**config.mk**
```make
export PLATFORM = sky130hd
export DESIGN_NAME = seg_cap_buf
export DESIGN_NICKNAME = d
export VERILOG_FILES = /design/src/rtl/seg_cap_pkg.sv /design/src/rtl/seg_cap_mem.sv /design/src/rtl/seg_cap_ctrl.sv /design/src/rtl/seg_cap_trig_regs.sv /design/src/rtl/seg_cap_buf.sv
export SDC_FILE = /design/constraint.sdc
export NUM_CORES = 1
export LEC_CHECK = 0
export ABC_AREA = 1
export BUFFER_PORTS_ARGS = -buffer_cell sky130_fd_sc_hd__buf_4
export CAP_MARGIN = 30
export CORE_ASPECT_RATIO = 1.1
export CORE_MARGIN = 2
export CORE_UTILIZATION = 60
export DETAILED_ROUTE_END_ITERATION = 7
export GPL_ROUTABILITY_DRIVEN = 1
export HOLD_SLACK_MARGIN = 0.02
export PLACE_DENSITY_LB_ADDON = 0.15
export SKIP_CTS_REPAIR_TIMING = 1
export SLEW_MARGIN = 20
export SYNTH_ARGS = -nofsm -noshare
export SYNTH_HDL_FRONTEND = slang
export SYNTH_SLANG_ARGS = --single-unit
```
**constraint.sdc**
```tcl
create_clock -name clk_i -period 2.5 [get_ports clk_i]
set_input_delay 0.125 -clock clk_i [delete_from_list [all_inputs] [get_ports clk_i]]
set_output_delay 0.125 -clock clk_i [all_outputs]
set_load 0.03 [all_outputs]
```
**src/rtl/seg_cap_pkg.sv**
```systemverilog
package seg_cap_pkg;
   typedef enum logic [1:0] {
      ST_IDLE = 2'd0,
      ST_SEEK = 2'd1,
      ST_POST = 2'd2,
      ST_DONE = 2'd3
   } cap_state_e;

   localparam logic [1:0] POS_EARLY = 2'd0;
   localparam logic [1:0] POS_MID   = 2'd1;
   localparam logic [1:0] POS_LATE  = 2'd2;
endpackage

```
**src/rtl/seg_cap_mem.sv**
```systemverilog
module seg_cap_mem #(
   parameter int DATA_W = 8,
   parameter int ADDR_W = 6
) (
   input  logic              clk_i,
   input  logic              rst_ni,
   input  logic              wr_en_i,
   input  logic [ADDR_W-1:0] wr_addr_i,
   input  logic [DATA_W-1:0] wr_data_i,
   input  logic              done_i,
   input  logic              rd_en_i,
   input  logic [ADDR_W-1:0] rd_addr_i,
   output logic [DATA_W-1:0] rd_data_o
);
   localparam int DEPTH = 1 << ADDR_W;

   logic [DATA_W-1:0] store_q [DEPTH];

   always_ff @(posedge clk_i) begin
      if (wr_en_i) store_q[wr_addr_i] <= wr_data_i;
   end

   always_ff @(posedge clk_i) begin
      if (!rst_ni)                rd_data_o <= '0;
      else if (rd_en_i && done_i) rd_data_o <= store_q[rd_addr_i];
   end

   AST_READ_HOLD: assert property (@(posedge clk_i) disable iff (!rst_ni)
      !done_i |=> $stable(rd_data_o));
   AST_NO_WRITE_DONE: assert property (@(posedge clk_i) disable iff (!rst_ni)
      done_i |-> !wr_en_i);
endmodule

```
**src/rtl/seg_cap_ctrl.sv**
```systemverilog
module seg_cap_ctrl
   import seg_cap_pkg::*;
#(
   parameter int ADDR_W   = 6,
   parameter int SEG_LOG2 = 2
) (
   input  logic                clk_i,
   input  logic                rst_ni,
   input  logic                arm_i,
   input  logic                seg_mode_i,
   input  logic [1:0]          pos_i,
   input  logic                qual_i,
   input  logic                trig_i,
   output logic                wr_en_o,
   output logic [ADDR_W-1:0]   wr_addr_o,
   output logic                take_o,
   output logic [SEG_LOG2-1:0] take_seg_o,
   output logic                post_o,
   output logic                done_o
);
   localparam int SEG_AW = ADDR_W - SEG_LOG2;
   localparam int DEPTH  = 1 << ADDR_W;
   localparam int SEG_D  = 1 << SEG_AW;
   localparam int NSEG   = 1 << SEG_LOG2;
   localparam int REM_W  = ADDR_W + 1;
   localparam logic [SEG_LOG2-1:0] LAST_SEG = SEG_LOG2'(NSEG - 1);

   cap_state_e          state_q;
   logic                mode_q;
   logic [1:0]          pos_q;
   logic [SEG_LOG2-1:0] seg_q;
   logic [ADDR_W-1:0]   ptr_q;
   logic [REM_W-1:0]    rem_q;
   logic [REM_W-1:0]    region;
   logic [REM_W-1:0]    post_len;
   logic                active;

   always_comb begin
      region = mode_q ? REM_W'(SEG_D) : REM_W'(DEPTH);
      unique case (pos_q)
         POS_EARLY: post_len = region - (region >> 3);
         POS_LATE:  post_len = region >> 3;
         default:   post_len = region >> 1;
      endcase
   end

   assign active     = (state_q == ST_SEEK) || (state_q == ST_POST);
   assign wr_en_o    = active && !arm_i && (mode_q || qual_i);
   assign wr_addr_o  = mode_q ? {seg_q, ptr_q[SEG_AW-1:0]} : ptr_q;
   assign take_o     = wr_en_o && (state_q == ST_SEEK) && trig_i;
   assign take_seg_o = mode_q ? seg_q : '0;
   assign post_o     = (state_q == ST_POST);
   assign done_o     = (state_q == ST_DONE);

   always_ff @(posedge clk_i) begin
      if (!rst_ni) begin
         state_q <= ST_IDLE;
         mode_q  <= 1'b0;
         pos_q   <= POS_MID;
         seg_q   <= '0;
         ptr_q   <= '0;
         rem_q   <= '0;
      end else if (arm_i) begin
         state_q <= ST_SEEK;
         mode_q  <= seg_mode_i;
         pos_q   <= pos_i;
         seg_q   <= '0;
         ptr_q   <= '0;
         rem_q   <= '0;
      end else if (wr_en_o) begin
         if (state_q == ST_SEEK) begin
            ptr_q <= ptr_q + 1'b1;
            if (trig_i) begin
               rem_q   <= post_len;
               state_q <= ST_POST;
            end
         end else if (rem_q == REM_W'(1)) begin
            rem_q <= '0;
            if (!mode_q || seg_q == LAST_SEG) begin
               state_q <= ST_DONE;
            end else begin
               state_q <= ST_SEEK;
               seg_q   <= seg_q + 1'b1;
               ptr_q   <= '0;
            end
         end else begin
            rem_q <= rem_q - 1'b1;
            ptr_q <= ptr_q + 1'b1;
         end
      end
   end

   AST_ARM_RESTART: assert property (@(posedge clk_i) disable iff (!rst_ni)
      arm_i |=> (ptr_q == '0 && seg_q == '0 && !done_o));
   AST_QUAL_HOLDS_PTR: assert property (@(posedge clk_i) disable iff (!rst_ni)
      (!arm_i && !mode_q && !qual_i) |=> $stable(ptr_q));
   AST_POST_COUNTDOWN: assert property (@(posedge clk_i) disable iff (!rst_ni)
      (post_o && wr_en_o && rem_q != REM_W'(1)) |=> (rem_q == $past(rem_q) - 1'b1));
   AST_SEG_STEP: assert property (@(posedge clk_i) disable iff (!rst_ni)
      !arm_i |=> (seg_q == $past(seg_q) || seg_q == $past(seg_q) + 1'b1));
   AST_DONE_AFTER_WRITE: assert property (@(posedge clk_i) disable iff (!rst_ni)
      $rose(done_o) |-> $past(wr_en_o));
endmodule

```
**src/rtl/seg_cap_trig_regs.sv**
```systemverilog
module seg_cap_trig_regs #(
   parameter int ADDR_W   = 6,
   parameter int SEG_LOG2 = 2
) (
   input  logic                     clk_i,
   input  logic                     rst_ni,
   input  logic                     take_i,
   input  logic [SEG_LOG2-1:0]      seg_i,
   input  logic [ADDR_W-1:0]        addr_i,
   output logic [(1<<SEG_LOG2)*ADDR_W-1:0] trig_addr_o
);
   localparam int NSEG = 1 << SEG_LOG2;

   for (genvar g = 0; g < NSEG; g++) begin : g_seg
      logic [ADDR_W-1:0] slot_q;
      always_ff @(posedge clk_i) begin
         if (!rst_ni)                                  slot_q <= '0;
         else if (take_i && seg_i == SEG_LOG2'(g))     slot_q <= addr_i;
      end
      assign trig_addr_o[g*ADDR_W +: ADDR_W] = slot_q;
   end

   AST_ONE_SLOT_LOADED: assert property (@(posedge clk_i) disable iff (!rst_ni)
      !take_i |=> $stable(trig_addr_o));
endmodule

```
**src/rtl/seg_cap_buf.sv**
```systemverilog
module seg_cap_buf #(
   parameter int DATA_W   = 8,
   parameter int ADDR_W   = 6,
   parameter int SEG_LOG2 = 2
) (
   input  logic                              clk_i,
   input  logic                              rst_ni,
   input  logic                              arm_i,
   input  logic                              seg_mode_i,
   input  logic [1:0]                        pos_i,
   input  logic [DATA_W-1:0]                 smp_data_i,
   input  logic                              smp_qual_i,
   input  logic                              smp_trig_i,
   output logic                              done_o,
   output logic [(1<<SEG_LOG2)*ADDR_W-1:0]   trig_addr_o,
   input  logic                              rd_en_i,
   input  logic [ADDR_W-1:0]                 rd_addr_i,
   output logic [DATA_W-1:0]                 rd_data_o
);
   if (SEG_LOG2 < 1) begin : g_bad_seg
      $error("SEG_LOG2 must be at least 1");
   end
   if (ADDR_W - SEG_LOG2 < 3) begin : g_bad_depth
      $error("segment depth must be at least 8");
   end
   if (DATA_W < 1) begin : g_bad_width
      $error("DATA_W must be positive");
   end

   logic                wr_en;
   logic [ADDR_W-1:0]   wr_addr;
   logic                take;
   logic [SEG_LOG2-1:0] take_seg;
   logic                in_post;

   seg_cap_ctrl #(.ADDR_W(ADDR_W), .SEG_LOG2(SEG_LOG2)) ctrl_i (
      .clk_i(clk_i), .rst_ni(rst_ni), .arm_i(arm_i), .seg_mode_i(seg_mode_i),
      .pos_i(pos_i), .qual_i(smp_qual_i), .trig_i(smp_trig_i),
      .wr_en_o(wr_en), .wr_addr_o(wr_addr), .take_o(take), .take_seg_o(take_seg),
      .post_o(in_post), .done_o(done_o)
   );

   seg_cap_trig_regs #(.ADDR_W(ADDR_W), .SEG_LOG2(SEG_LOG2)) trig_i (
      .clk_i(clk_i), .rst_ni(rst_ni), .take_i(take), .seg_i(take_seg),
      .addr_i(wr_addr), .trig_addr_o(trig_addr_o)
   );

   seg_cap_mem #(.DATA_W(DATA_W), .ADDR_W(ADDR_W)) mem_i (
      .clk_i(clk_i), .rst_ni(rst_ni), .wr_en_i(wr_en), .wr_addr_i(wr_addr),
      .wr_data_i(smp_data_i), .done_i(done_o), .rd_en_i(rd_en_i),
      .rd_addr_i(rd_addr_i), .rd_data_o(rd_data_o)
   );

   AST_TRIG_IGNORED_IN_POST: assert property (@(posedge clk_i) disable iff (!rst_ni)
      (in_post && !arm_i) |=> $stable(trig_addr_o));
endmodule

```
**Word level (Yosys, flattened, before mapping)**

Memories as Yosys holds them, arrays and structs flattened. A register that Yosys moved wholly into a read port is not among the register bits.
Cells that the tools add are included.

- Register bits after elaboration: 44
- Bits in writable memories: 512
- Logic and storage cells: 75
- Memories kept: 1

- Add/sub/neg operators: 4
- Equality and inequality tests: 12
- Multiplexer cells: 18
- Bitwise gates (word level): 3
- Reduce and logical (&&, ||, !) cells: 26

Memory list:

| memory | words | bits a word | read ports | clocked after memory_dff | write ports | line | RTL |
|---|---|---|---|---|---|---|---|
| mem_i.store_q | 64 | 8 | 1 | 1 | 1 | seg_cap_mem.sv:17 | `logic [DATA_W-1:0] store_q [DEPTH];` |

Operators by type and width:

| cell | number |
|---|---|
| $mux W7 | 4 |
| $mux W6 | 4 |
| $pmux W7 S2 | 1 |
| $eq A2 B2 Y1 const B | 6 |
| $mux W2 | 5 |
| $logic_and A1 B1 Y1 | 9 |
| $eq A7 B1 Y1 const B | 1 |
| $sub A7 B1 Y7 const B | 1 |
| $sub A7 B4 Y7 | 1 |
| $add A6 B1 Y6 const B | 1 |
| $reduce_and A3 Y1 | 2 |
| $eq A2 B1 Y1 const B | 2 |
| $logic_not A2 Y1 | 2 |
| $mux W1 | 4 |
| $reduce_and A2 Y1 | 2 |
| $reduce_and A4 Y1 | 1 |
| $reduce_bool A2 Y1 | 2 |
| $logic_not A1 Y1 | 3 |
| $logic_or A1 B1 Y1 | 3 |
| $ne A3 B2 Y1 const B | 1 |
| $ne A3 B3 Y1 const B | 1 |
| $not A1 Y1 | 3 |
| $reduce_bool A3 Y1 | 1 |
| $add A2 B1 Y2 const B | 1 |
| 2 further kinds | 2 |

**Depth between registers and ports, before layout**

- Word-level depth: 7
- Depth in mapped cells: 14

**By module**

A second synthesis with hierarchy kept.

- Cell total of the unflattened synthesis: 2,151
- Area, all modules: 23,466.3 sq um

Modules (own cells, without submodules):

| module | instances | cells each | area each (sq um) | sequential area each (sq um) |
|---|---|---|---|---|
| seg_cap_mem | 1 | 1,809 | 21,202.8 | 15,534.9 |
| seg_cap_ctrl | 1 | 185 | 1,256.2 | 400.4 |
| seg_cap_trig_regs | 1 | 157 | 1,007.2 | 480.5 |

**Worst setup path after synthesis**

OpenSTA, ideal clock, no wires.

- Path type: reg2reg
- Start point: register ctrl_i.state_q[1]
- End point: memory mem_i.store_q[22][0] (enable)
- Library setup time: 0.370 ns
- Arrival: 1.761 ns
- Data required time: 2.130 ns
- Path slack: 0.369 ns
- Cell stages (with the launch flop): 8
- Path buffers: 0
- Path through: dfxtp_1 inv_1 ha_1 nor2_1 o21ai_4 nor2_1 nand3_1 nor2_1

- Longest elaborated chain between the ends: 6

RTL lines:

| what | line | RTL |
|---|---|---|
| start: declaration | seg_cap_ctrl.sv:28 | `cap_state_e state_q;` |
| start signal: assignment | seg_cap_ctrl.sv:57 | `state_q <= ST_IDLE;` |
| start signal: assignment | seg_cap_ctrl.sv:64 | `state_q <= ST_SEEK;` |
| start signal: assignment | seg_cap_ctrl.sv:75 | `state_q <= ST_POST;` |
| $eq A2 B1 Y1 / $eq A2 B2 Y1 (equally long branches) | seg_cap_ctrl.sv:47 | `assign active = (state_q == ST_SEEK) \|\| (state_q == ST_POST);` |
| $logic_or A1 B1 Y1 (*) | seg_cap_ctrl.sv:47 |  |
| $logic_and A1 B1 Y1 (*) (2 in series) | seg_cap_ctrl.sv:48 | `assign wr_en_o = active && !arm_i && (mode_q \|\| qual_i);` |
| $mux W1 (*) | seg_cap_mem.sv:20 | `if (wr_en_i) store_q[wr_addr_i] <= wr_data_i;` |
| $mux W1 (not written as such) (*) | seg_cap_mem.sv:20 |  |
| end: declaration | seg_cap_mem.sv:17 |  |

Mark *: on every way between the ends. The rest lies on a longest branch, timed or not.

**Worst setup path after layout**

- Start point: register ctrl_i.state_q[1]
- End point: memory mem_i.store_q[46][6] (enable)

Same word-level chain as after synthesis.

==> report_table.html <==
<table>
<tr><th>Metric</th><th>Value</th></tr>
<tr><th colspan="2">Setup path</th></tr>
<tr><td>Arrival time at the worst endpoint</td><td>2.55 ns</td></tr>
<tr><td>Delay-heaviest family, CP</td><td>simple AND/OR/NAND/NOR gates</td></tr>
<tr><td>Critical path start-end classification</td><td>reg -&gt; reg</td></tr>
<tr><td>Highest-delay cell along the critical path</td><td>sky130_fd_sc_hd__dfxtp_1</td></tr>
<tr><td>Ordered list of cells on the worst path</td><td>inv_1, ha_1, nor2_1, o21ai_4, nor2_1, nand3_1, buf_4, nor2_1, buf_4</td></tr>
<tr><td>Kind of capture point of the worst setup path</td><td>register</td></tr>
<tr><td>R2R setup slack</td><td>0.24 ns</td></tr>
<tr><td>Bufs and invs on worst path</td><td>3</td></tr>
<tr><td>Maximum fanout encountered on the critical timing path</td><td>8</td></tr>
<tr><td>Number of cells on the critical path</td><td>9</td></tr>
<tr><td>CP dominant cell by count</td><td>sky130_fd_sc_hd__nor2_1</td></tr>
<tr><td>Critical path's largest stage delay</td><td>0.36 ns</td></tr>
<tr><td>Number of cells on the worst reg-to-reg path</td><td>9</td></tr>
<tr><td>Data required time at the worst endpoint</td><td>2.79 ns</td></tr>
<tr><td>Kind of start point of the critical path</td><td>register</td></tr>
<tr><th colspan="2">Global route</th></tr>
<tr><td>Total Routing Usage GR</td><td>0.293</td></tr>
<tr><td>Number of global-route vias before repair</td><td>15300</td></tr>
<tr><td>Number of antenna violations at the first check in global routing</td><td>0</td></tr>
<tr><td>Largest net degree at the start of global routing</td><td>101</td></tr>
<tr><td>Overflow left after global routing</td><td>0</td></tr>
<tr><td>First-pass GRT wire length</td><td>87800 um</td></tr>
<tr><th colspan="2">Drt</th></tr>
<tr><td>Via count</td><td>16000</td></tr>
<tr><td>Number of violations reported at the end of detailed-routing iteration 0</td><td>1930</td></tr>
<tr><td>Number of search-and-repair iterations in the first detailed-routing pass</td><td>6</td></tr>
<tr><td>Average wire per standard cell</td><td>21.5 um</td></tr>
<tr><td>Residual DRC count</td><td>0</td></tr>
<tr><td>Number of nets with antenna violations after routing</td><td>0</td></tr>
<tr><td>Via density per instance</td><td>5.91</td></tr>
<tr><td>Total routed wirelength</td><td>58300 um</td></tr>
<tr><th colspan="2">Pwr</th></tr>
<tr><td>Power share of the combinational group</td><td>0.057</td></tr>
<tr><td>Maximum ir drop on the vdd rail</td><td>0.597 mV</td></tr>
<tr><td>Lkg Pwr</td><td>9.77 nW</td></tr>
<tr><td>Net Sw Frac</td><td>0.216</td></tr>
<tr><td>Power per cell area</td><td>748 nW/um2</td></tr>
<tr><td>Reported net switching power</td><td>4.27 mW</td></tr>
<tr><td>Part of the total power dissipated in the clock network</td><td>0.422</td></tr>
<tr><td>Seq pwr share</td><td>0.521</td></tr>
<tr><td>Int Power</td><td>15.5 mW</td></tr>
<tr><th colspan="2">Yosys</th></tr>
<tr><td>Synthesized net count</td><td>2081</td></tr>
<tr><td>Post-synthesis instance total</td><td>2052</td></tr>
<tr><td>Main combinational cell family by area after synthesis</td><td>simple AND/OR/NAND/NOR gates</td></tr>
<tr><td>Number of storage elements in the synthesis netlist</td><td>564</td></tr>
<tr><td>Netlist area before placement</td><td>23200 um2</td></tr>
<tr><td>Synth Area in Compound Gates</td><td>0.0182</td></tr>
<tr><td>Share of synthesized cell area in full adder, half adder and majority cells</td><td>0.00324</td></tr>
<tr><td>Syn Area/Cell</td><td>11.3 um2</td></tr>
<tr><td>Simple-gate share of the synthesized area</td><td>0.229</td></tr>
<tr><td>Yosys warning count</td><td>0</td></tr>
<tr><td>Area share of the leading cell type in the synthesized netlist</td><td>0.664</td></tr>
<tr><td>Area contributors post-synth</td><td>sky130_fd_sc_hd__edfxtp_1 66%, sky130_fd_sc_hd__nand3_1 11%, sky130_fd_sc_hd__nand2_1 10%</td></tr>
<tr><td>Sequential area share after synthesis</td><td>0.709</td></tr>
<tr><td>Share of the synthesized netlist area taken by xor and xnor gates</td><td>0.00151</td></tr>
<tr><td>Largest area contributor in the synthesized netlist</td><td>sky130_fd_sc_hd__edfxtp_1</td></tr>
<tr><td>Distinct cell type count of the synthesized netlist</td><td>35</td></tr>
<tr><td>Multiplexer fraction of the synthesized cell area</td><td>0</td></tr>
<tr><th colspan="2">Floorplanning</th></tr>
<tr><td>I/O pin count</td><td>56</td></tr>
<tr><td>Core Area</td><td>38100 um2</td></tr>
<tr><td>Horizontal extent of the die</td><td>191 um</td></tr>
<tr><td>Die Y-Extent</td><td>210 um</td></tr>
<tr><td>Die Footprint</td><td>40200 um2</td></tr>
<tr><td>Count of standard-cell rows</td><td>75</td></tr>
<tr><td>Starting utilization of the core area</td><td>0.608</td></tr>
<tr><th colspan="2">Place</th></tr>
<tr><td>Place WS</td><td>0.261 ns</td></tr>
<tr><td>Placer congestion estimate</td><td>0.903</td></tr>
<tr><td>Post-detail-place hpwl</td><td>35200 um</td></tr>
<tr><td>Count of buffers inserted at the top-level ports</td><td>55</td></tr>
<tr><th colspan="2">Finish</th></tr>
<tr><td>Fill cells</td><td>2746</td></tr>
<tr><td>Share of cells above drive strength 1</td><td>0.124</td></tr>
<tr><td>Syn-to-layout area delta</td><td>14.0%</td></tr>
<tr><td>Antenna diode instance count</td><td>0</td></tr>
<tr><td>Final-stage net count</td><td>2193</td></tr>
<tr><th colspan="2">Clock tree</th></tr>
<tr><td>Clock buffer count from CTS</td><td>53</td></tr>
<tr><td>Clock insertion delay at the later pin of the skew report</td><td>0.59 ns</td></tr>
<tr><td>CTS tree</td><td>yes</td></tr>
<tr><td>Buffer levels on the longest clock path</td><td>3</td></tr>
<tr><td>Clock slew at the register clock pins of the worst setup and hold paths</td><td>0.06 ns</td></tr>
<tr><td>CTS Root Buffer Type</td><td>sky130_fd_sc_hd__clkbuf_16</td></tr>
<tr><td>Clk sinks</td><td>564</td></tr>
<tr><td>H-tree Lvls</td><td>2</td></tr>
<tr><th colspan="2">Run status</th></tr>
<tr><td>Result of the run</td><td>completed</td></tr>
<tr><th colspan="2">STA</th></tr>
<tr><td>Final hold vios</td><td>0</td></tr>
<tr><td>Setup tns final</td><td>0 ns</td></tr>
<tr><td>Fmax</td><td>443 MHz</td></tr>
<tr><td>Worst-case setup margin in the final layout</td><td>0.243 ns</td></tr>
<tr><td>Unrepaired setup endpoints after global routing</td><td>no</td></tr>
<tr><td>Crit share post-route</td><td>0.903</td></tr>
<tr><td>Time the final worst path needs with I/O delays and setup</td><td>2.26 ns</td></tr>
<tr><td>Transition time at the pin with the least slew margin</td><td>0.969 ns</td></tr>
<tr><td>Final setup skew</td><td>0.0191 ns</td></tr>
<tr><td>Max_slew headroom</td><td>0.354</td></tr>
<tr><td>Number of max-slew violations in the final report</td><td>0</td></tr>
<tr><td>Final setup vio count</td><td>0</td></tr>
<tr><th colspan="2">Job</th></tr>
<tr><td># Max-Cap Violations</td><td>0</td></tr>
<tr><th colspan="2">Worst hold path</th></tr>
<tr><td>Worst min-delay path class</td><td>in -&gt; reg</td></tr>
<tr><td>Hold path cells</td><td>5</td></tr>
</table>
==> power groups by stage <==
stage | Sequential (mW) | Clock, mW | Combinational, mW
floorplan | 10.5 | 0 | 0.650
global placement | 10.5 | 0 | 1.08
detailed placement | 10.5 | 0 | 1.09
CTS | 10.3 | 8.38 | 1.09
global route | 10.3 | 8.72 | 1.22
finish | 10.3 | 8.33 | 1.12
==> final cells by class <==
class	count	area (um2)	area share
Inverter	55	214	0.00811
Multi-Input combinational cell	1316	5840	0.221
Sequential cell	564	16400	0.622
Clock buffer	72	1520	0.0577
Tap cell	500	626	0.0237
Clock inverter	28	312	0.0118
Timing Repair Buffer	174	1460	0.0554
==> through the flow <==
stage / utilization / hold slack [ns] / std cells / cell area [um2] / power, mW
after global placement: 0.642 / 0.350 / 2598 / 24400 / 11.6
after CTS: 0.690 / -0.240 / 2698 / 26300 / 19.8
after detailed placement: 0.642 / 0.361 / 2598 / 24400 / 11.6
after floorplan: - / 0.224 / 2052 / 23200 / 11.1
after global routing: 0.693 / 0.0282 / 2709 / 26400 / 20.2
final: 0.693 / 0.0382 / 2709 / 26400 / 19.7
==> state kept, by name (all words and copies together) (netlist names) <==
signal and count:
trig_i.g_seg.slot_q 24, ctrl_i.mode_q 1, ctrl_i.pos_q 2, ctrl_i.state_q 2, ctrl_i.rem_q 7, ctrl_i.seg_q 2, mem_i.store_q 512, ctrl_i.ptr_q 6
mem_i.rd_data_o 8
==> synthesized netlist by cell type (all sizes together) <==
master  count
a21oi      36
a31oi       3
and3        1
buf        97
clkbuf     20
clkinv      2
dfxtp      52
edfxtp    512
ha          6
inv        53
nand2     617
nand3     492
nand4       3
nor2      113
nor3        4
o211ai      2
o21ai      33
o21bai      2
xnor2       1
xor2        3
==> kinds of logic after synthesis <==
logic type | after synthesis
AO/OA/AOI/OAI | 76
XOR/XNOR | 4
adder cells (fa/ha/maj) | 6
buffers and inverters | 172
flip-flops | 564
AND/OR/NAND/NOR | 1230
==> final timing paths <==
kind / from / to
max reg2reg: ctrl_i.state_q[1]$_SDFFE_PP0P_ / mem_i.store_q[46][6]$_DFFE_PP_
max: ctrl_i.state_q[1]$_SDFFE_PP0P_ / mem_i.store_q[46][6]$_DFFE_PP_
min reg2reg: trig_i.g_seg[1].slot_q[5]$_SDFFE_PN0P_ / trig_i.g_seg[1].slot_q[5]$_SDFFE_PN0P_
min: rd_addr_i[5] / mem_i.rd_data_o[3]$_SDFFE_PN0P_
==> layer usage <==
| layer | routed length, um | track usage | vias to the layer above | share of wire |
|---|---|---|---|---|
| li1 | - | - | 7391 | - |
| met1 | 22900 | 0.404 | 7640 | 0.39 |
| met2 | 27800 | 0.470 | 823 | 0.48 |
| met3 | 5190 | 0.0450 | 158 | 0.089 |
| met4 | 2500 | 0.122 | 0 | 0.043 |
| met5 | 0 | 0 | - | 0 |
==> cells in the final DEF, fill, tap and decap left out, types with 6 or more instances in the layout <==
| cell type | count |
|---|---|
| sky130_fd_sc_hd__nand2_1 | 614 |
| sky130_fd_sc_hd__edfxtp_1 | 512 |
| sky130_fd_sc_hd__nand3_1 | 490 |
| sky130_fd_sc_hd__buf_4 | 152 |
| sky130_fd_sc_hd__nor2_1 | 109 |
| sky130_fd_sc_hd__clkbuf_16 | 56 |
| sky130_fd_sc_hd__dfxtp_1 | 52 |
| sky130_fd_sc_hd__inv_1 | 44 |
| sky130_fd_sc_hd__a21oi_1 | 34 |
| sky130_fd_sc_hd__o21ai_0 | 28 |
| sky130_fd_sc_hd__clkinv_2 | 12 |
| sky130_fd_sc_hd__dlygate4sd3_1 | 11 |
| sky130_fd_sc_hd__clkbuf_1 | 10 |
| sky130_fd_sc_hd__buf_12 | 10 |
| sky130_fd_sc_hd__inv_2 | 7 |
| sky130_fd_sc_hd__ha_1 | 6 |
| sky130_fd_sc_hd__bufinv_16 | 6 |
| sky130_fd_sc_hd__clkbuf_8 | 6 |
==> worst min-delay path: cells and delay by family <==
family                 cells  cell delay (ns)
AND/OR/NAND/NOR            3             0.29
buffers and inverters      2             0.18
Power figures use the tool's default switching activity.
